==> config.mk <==
export PLATFORM = sky130hd
export DESIGN_NAME = remap_lock_ctrl
export DESIGN_NICKNAME = d
export VERILOG_FILES = /design/src/rtl/remap_lock_pkg.sv /design/src/rtl/unlock_seq.sv /design/src/rtl/write_gate.sv /design/src/rtl/shadow_bank.sv /design/src/rtl/remap_lock_ctrl.sv
export SDC_FILE = /design/constraint.sdc
export NUM_CORES = 1
export LEC_CHECK = 0
export BUFFER_PORTS_ARGS = -buffer_cell sky130_fd_sc_hd__buf_2
export CORE_AREA = 3 3 87 89
export DETAILED_ROUTE_END_ITERATION = 8
export DIE_AREA = 0 0 90 92
export PLACE_DENSITY_LB_ADDON = 0.12
export SLEW_MARGIN = 25
export SYNTH_ARGS = -nofsm -noshare
export SYNTH_HDL_FRONTEND = slang
export SYNTH_SLANG_ARGS = --single-unit
==> constraint.sdc <==
create_clock -name clk_i -period 1.85 [get_ports clk_i]
set_input_delay 0 -clock clk_i [delete_from_list [all_inputs] [get_ports clk_i]]
set_output_delay 0 -clock clk_i [all_outputs]
set_load 0.05 [all_outputs]
==> src/rtl/remap_lock_pkg.sv <==
package remap_lock_pkg;
  typedef enum logic [1:0] {
    SEQ_IDLE  = 2'd0,
    SEQ_KEY1  = 2'd1,
    SEQ_ARMED = 2'd2
  } seq_state_e;

  localparam logic [7:0] KEY_FIRST  = 8'h46;
  localparam logic [7:0] KEY_SECOND = 8'h57;
  localparam int unsigned LOCK_POS  = 6;
endpackage

==> src/rtl/unlock_seq.sv <==
module unlock_seq
  import remap_lock_pkg::*;
(
  input  logic       clk_i,
  input  logic       rst_ni,
  input  logic       any_wr_i,
  input  logic       osc_wr_i,
  input  logic [7:0] wbyte_i,
  input  logic       one_way_i,
  output logic       lock_o
);
  seq_state_e state_q, state_d;
  logic lock_q, lock_d;
  logic set_once_q, set_once_d;
  logic upd;

  always_comb begin
    state_d = state_q;
    if (any_wr_i) begin
      unique case (state_q)
        SEQ_IDLE:  state_d = (osc_wr_i && wbyte_i == KEY_FIRST)  ? SEQ_KEY1  : SEQ_IDLE;
        SEQ_KEY1:  state_d = (osc_wr_i && wbyte_i == KEY_SECOND) ? SEQ_ARMED : SEQ_IDLE;
        default:   state_d = SEQ_IDLE;
      endcase
    end
  end

  assign upd = (state_q == SEQ_ARMED) && osc_wr_i;

  always_comb begin
    lock_d     = lock_q;
    set_once_d = set_once_q;
    if (upd) begin
      if (wbyte_i[LOCK_POS]) begin
        lock_d     = 1'b1;
        set_once_d = 1'b1;
      end else if (!(one_way_i && set_once_q)) begin
        lock_d = 1'b0;
      end
    end
  end

  always_ff @(posedge clk_i or negedge rst_ni) begin
    if (!rst_ni) begin
      state_q    <= SEQ_IDLE;
      lock_q     <= 1'b0;
      set_once_q <= 1'b0;
    end else begin
      state_q    <= state_d;
      lock_q     <= lock_d;
      set_once_q <= set_once_d;
    end
  end

  assign lock_o = lock_q;

  assert_lock_keyed_R3: assert property (@(posedge clk_i) disable iff (!rst_ni)
    !$stable(lock_q) |-> $past(state_q == SEQ_ARMED && osc_wr_i));

  assert_one_way_hold_R5: assert property (@(posedge clk_i) disable iff (!rst_ni)
    (one_way_i && set_once_q && lock_q) |=> lock_q);

  assert_bad_key_idle_R6: assert property (@(posedge clk_i) disable iff (!rst_ni)
    (state_q == SEQ_KEY1 && any_wr_i && !(osc_wr_i && wbyte_i == KEY_SECOND))
      |=> state_q == SEQ_IDLE);

  assert_lock_holds_R4: assert property (@(posedge clk_i) disable iff (!rst_ni)
    !any_wr_i |=> $stable(lock_q));
endmodule

==> src/rtl/write_gate.sv <==
module write_gate #(
  parameter int unsigned NREG       = 4,
  parameter int unsigned AW         = 4,
  parameter int unsigned REMAP_BASE = 4
) (
  input  logic          bus_we_i,
  input  logic [AW-1:0] bus_addr_i,
  input  logic          lock_i,
  output logic [NREG-1:0] we_o
);
  for (genvar g = 0; g < NREG; g++) begin : g_dec
    localparam logic [AW-1:0] RegAddr = AW'(REMAP_BASE + g);
    assign we_o[g] = bus_we_i && (bus_addr_i == RegAddr) && !lock_i;
  end
endmodule

==> src/rtl/shadow_bank.sv <==
module shadow_bank #(
  parameter int unsigned NREG = 4,
  parameter int unsigned DW   = 16
) (
  input  logic               clk_i,
  input  logic               rst_ni,
  input  logic [NREG-1:0]    we_i,
  input  logic [DW-1:0]      wdata_i,
  input  logic [NREG*DW-1:0] live_i,
  output logic               rst_req_o
);
  logic [NREG-1:0] diff;
  logic diff_any, diff_seen_q, req_q;

  for (genvar g = 0; g < NREG; g++) begin : g_shadow
    logic [DW-1:0] shadow_q;
    always_ff @(posedge clk_i or negedge rst_ni) begin
      if (!rst_ni)      shadow_q <= '0;
      else if (we_i[g]) shadow_q <= wdata_i;
    end
    assign diff[g] = shadow_q != live_i[g*DW +: DW];

    assert_shadow_follow_R9: assert property (@(posedge clk_i) disable iff (!rst_ni)
      we_i[g] |=> shadow_q == $past(wdata_i));
  end

  assign diff_any = |diff;

  always_ff @(posedge clk_i or negedge rst_ni) begin
    if (!rst_ni) begin
      diff_seen_q <= 1'b0;
      req_q       <= 1'b0;
    end else begin
      diff_seen_q <= diff_any;
      req_q       <= diff_any && !diff_seen_q;
    end
  end

  assign rst_req_o = req_q;

  assert_req_pulse_R8: assert property (@(posedge clk_i) disable iff (!rst_ni)
    req_q |=> !req_q);

  assert_req_cause_R8: assert property (@(posedge clk_i) disable iff (!rst_ni)
    $rose(req_q) |-> $past(diff_any));
endmodule

==> src/rtl/remap_lock_ctrl.sv <==
module remap_lock_ctrl
  import remap_lock_pkg::*;
#(
  parameter int unsigned NREG       = 4,
  parameter int unsigned DW         = 16,
  parameter int unsigned AW         = 4,
  parameter int unsigned OSC_ADDR   = 0,
  parameter int unsigned REMAP_BASE = 4
) (
  input  logic               clk_i,
  input  logic               rst_ni,
  input  logic               bus_we_i,
  input  logic [AW-1:0]      bus_addr_i,
  input  logic [DW-1:0]      bus_wdata_i,
  input  logic               one_way_i,
  input  logic [NREG*DW-1:0] live_regs_i,
  output logic [NREG-1:0]    regfile_we_o,
  output logic               lock_o,
  output logic               mismatch_rst_o
);
  localparam logic [AW-1:0] OscAddr = AW'(OSC_ADDR);

  logic osc_wr;
  logic lock;

  assign osc_wr = bus_we_i && (bus_addr_i == OscAddr);

  unlock_seq i_unlock_seq (
    .clk_i     (clk_i),
    .rst_ni    (rst_ni),
    .any_wr_i  (bus_we_i),
    .osc_wr_i  (osc_wr),
    .wbyte_i   (bus_wdata_i[7:0]),
    .one_way_i (one_way_i),
    .lock_o    (lock)
  );

  write_gate #(
    .NREG       (NREG),
    .AW         (AW),
    .REMAP_BASE (REMAP_BASE)
  ) i_write_gate (
    .bus_we_i   (bus_we_i),
    .bus_addr_i (bus_addr_i),
    .lock_i     (lock),
    .we_o       (regfile_we_o)
  );

  shadow_bank #(
    .NREG (NREG),
    .DW   (DW)
  ) i_shadow_bank (
    .clk_i     (clk_i),
    .rst_ni    (rst_ni),
    .we_i      (regfile_we_o),
    .wdata_i   (bus_wdata_i),
    .live_i    (live_regs_i),
    .rst_req_o (mismatch_rst_o)
  );

  assign lock_o = lock;

  assert_locked_no_we_R1: assert property (@(posedge clk_i) disable iff (!rst_ni)
    lock |-> regfile_we_o == '0);

  assert_we_onehot_R2: assert property (@(posedge clk_i) disable iff (!rst_ni)
    $onehot0(regfile_we_o));

  assert_we_needs_bus_R2: assert property (@(posedge clk_i) disable iff (!rst_ni)
    (regfile_we_o != '0) |-> bus_we_i);
endmodule

==> summary.md <==
| Metric | Value |
|---|---|
| Vias in the first global route | 2628 |
| Dpl hpwl | 6130 um |
| Max cap viols | 0 |
| Async SR Flop Fraction | 1.00 |
| DRT Pass-1 Iters | 4 |
| Type of element capturing the critical path | output pin |
| Post-Route Setup TNS | 0 ns |
| Power Dens Cells | 971 mW/mm^2 |
| Routed wire length | 8160 um |
| Relative slew slack | 0.605 |
| Initial Util | 0.501 |
| Leakage Power | 2.07 nW |
| H-tree levels | 3 |
| Yosys warning count | 0 |
| DIE WIDTH | 90 um |
| Layout cells sized above 1 | 0.486 |
| Netlist cell types | 26 |
| Post-synthesis sequential area ratio | 0.512 |
| Port-buffer cells | 93 |
| Crit path DAT | 1.78 ns |
| Nets@finish | 476 |
| Root buffer cell | clkbuf_8 |
| Hold Crit Class | input port to flip-flop |
| Number of enable flip-flop cells after synthesis | 0 |
| Full die area | 0.00828 mm^2 |
| Cells after Synth | 253 |
| Gp weighted congestion | 0.813 |
| Netlist Area Pre-Place | 0.00342 mm^2 |
| Drt drc | 0 |
| Clk_lat worst skew | 0.34 ns |
| Iter 0 DRT Violations | 58 |
| CTS Sinks | 70 |
| Cell row count | 30 |
| Syn nets | 341 |
| Crit path max fanout | 17 |
| Grt met1 use | 0.266 |
| Area leader, netlist | dfrtp_1 |
| Filler cell count | 559 |
| M2 GR Usage | 0.354 |
| GRT Resource Usage Total | 0.209 |
| Layout area overhead | 32.4% |
| TritonCTS Buffers | 9 |
| Placed Instance Area | 0.00402 mm^2 |
| First-pass GRT wire length | 13200 um |
| Count of antenna-violating nets left after detailed routing | 0 |
| Final Skew | 0.00693 ns |
| Max-slew violation count | 0 |
| CORE AREA | 0.00683 mm^2 |
| Count of final setup violators | 0 |
| Crit-path leading delay family | simple AND/OR/NAND/NOR gates |
| Commonest cells post-synth | 70 x dfrtp_1, 64 x xnor2_1, 54 x mux2_2 |
| PnR Total Power | 4.40 mW |
| Vias/cell | 4.99 |
| Finished Cell Area | 0.00453 mm^2 |
| Largest net degree at the start of global routing | 25 |
| Critical Path Source Type | flip-flop |
| Total grt overflow | 0 |
| CTS clock-pin slew for the worst setup and hold paths | 0.08 ns |
| Final Hold Fails | 0 |
| Minimum clock period | 1.78 ns |
| Syn_area_per_cell | 13.5 um^2 |
| Global route hottest layer | met2 |
| TritonCTS clock tree | built |
| Main flop type after synthesis | dfrtp_1 |
| Register bit total from synthesis | 70 |
| Outcome | finished clean |
| DR vias | 2439 |
| # diodes | 0 |
| Met3 usage | 0.0377 |
| Number of buffers and inverters on the critical path | 3 |
| Most frequent cell after synthesis | dfrtp_1 |
| Crit path cell chain | or4_1, buf_6, inv_1, buf_4 |
| Maximum vdd drop | 0.616 mV |
| Synth top area share | 0.512 |
| Slew at the pin with the worst max-slew slack | 0.592 ns |
| Tcrit/Tclk final | 0.960 |
| Max incr delay on CP | 0.54 ns |
| CP Class | flip-flop to output pin |
| Area contributors post-synth | dfrtp_1 51%, mux2_2 18%, xnor2_1 16% |
| RSZ-0062 raised after global routing | no |
| Maximum clock path buffer count | 2 |
| Antenna violations before repair | 0 |
| WL/cell | 16.7 um |
| Worst Path Required | 1.85 ns |
| I/O pins | 94 |
| Die Height | 92 um |
| Slowest cell on the critical path | or4_1 |
| Peak Freq | 563 MHz |
final cells by class:
type	count	area [um^2]	area share
repair buffers	131	812	0.179
inverters	4	15.0	0.00331
multi-input cells	172	1610	0.355
flip-flops and latches	70	1750	0.387
well taps	96	120	0.0265
clock inverters	2	37.5	0.00828
clock buffers	14	183	0.0403
layout by cell type, fill, tap and decap left out, drive strengths merged, types with 2 or more instances in the layout:
master,synthesis,final
nor4,4,4
clkbuf,0,14
nand2,4,4
mux2,64,64
inv,4,4
nand2b,2,2
nor2,2,2
xnor2,64,64
nand3,4,4
dfrtp,70,70
buf,7,109
dlygate4sd3,0,22
nand4,18,18
through the flow:
step	setup slack, ns	utilization	hold WS [ns]	instances
after floorplan	0.0724	-	-0.296	253
after global placement	0.256	0.588	0.0390	444
after detailed placement	0.230	0.588	0.0310	444
after CTS	0.000717	0.653	0.0181	482
after global routing	0.00269	0.663	0.0269	489
final	0.0738	0.663	0.0201	489
metal layers:
metal  up-vias  routed length, um
met4         0                106
met5         -                  0
li1       1166                  -
met1      1201               3560
met3         8                347
met2        64               4150
final timing paths:
kind | from | to | slack [ns] | cells after the start
max in group asynchronous | rst_ni | i_shadow_bank.g_shadow[1].shadow_q[12]$_DFFE_PN0P_ | 1.00 | 3
max reg2reg | i_unlock_seq.lock_o$_DFFE_PN0P_ | i_shadow_bank.g_shadow[1].shadow_q[10]$_DFFE_PN0P_ | 0.17 | 3
min in group asynchronous | rst_ni | i_shadow_bank.g_shadow[3].shadow_q[15]$_DFFE_PN0P_ | 0.20 | 2
min | bus_wdata_i[4] | i_shadow_bank.g_shadow[1].shadow_q[4]$_DFFE_PN0P_ | 0.02 | 2
max | i_unlock_seq.lock_o$_DFFE_PN0P_ | regfile_we_o[0] | 0.07 | 4
min reg2reg | i_shadow_bank.diff_seen_q$_DFF_PN0_ | i_shadow_bank.rst_req_o$_DFF_PN0_ | 0.40 | 1
power breakdown:
part	internal, mW	total (mW)	switching, mW
Combinational	0.636	0.972	0.336
Sequential	1.86	2.09	0.235
Clock	0.771	1.33	0.561
Total	3.27	4.40	1.13
sequential cells by signal (all words and copies together) (netlist names):
name,count
i_unlock_seq.lock_o,1
i_shadow_bank.diff_seen_q,1
i_shadow_bank.rst_req_o,1
i_unlock_seq.set_once_q,1
i_shadow_bank.g_shadow.shadow_q,64
i_unlock_seq.state_q,2
cell families (layout without fill, tap and decap cells):
group / Yosys count / count (layout) / synth area share
flops: 70 / 70 / 0.512
simple gates: 42 / 42 / 0.0775
compound gates: 2 / 2 / 0.00439
xor+xnor: 64 / 64 / 0.164
mux: 64 / 64 / 0.220
buf+inv: 11 / 151 / 0.0219
what timing repair did:
action	4_1_cts	5_1_grt
endpoints found under the setup margin	2	3
hold buffers	22	0
setup buffers	0	7
pin swaps	1	1
endpoints found under the hold margin	74	0
gates resized for setup	1	3
(Power assumes the default switching activity.)
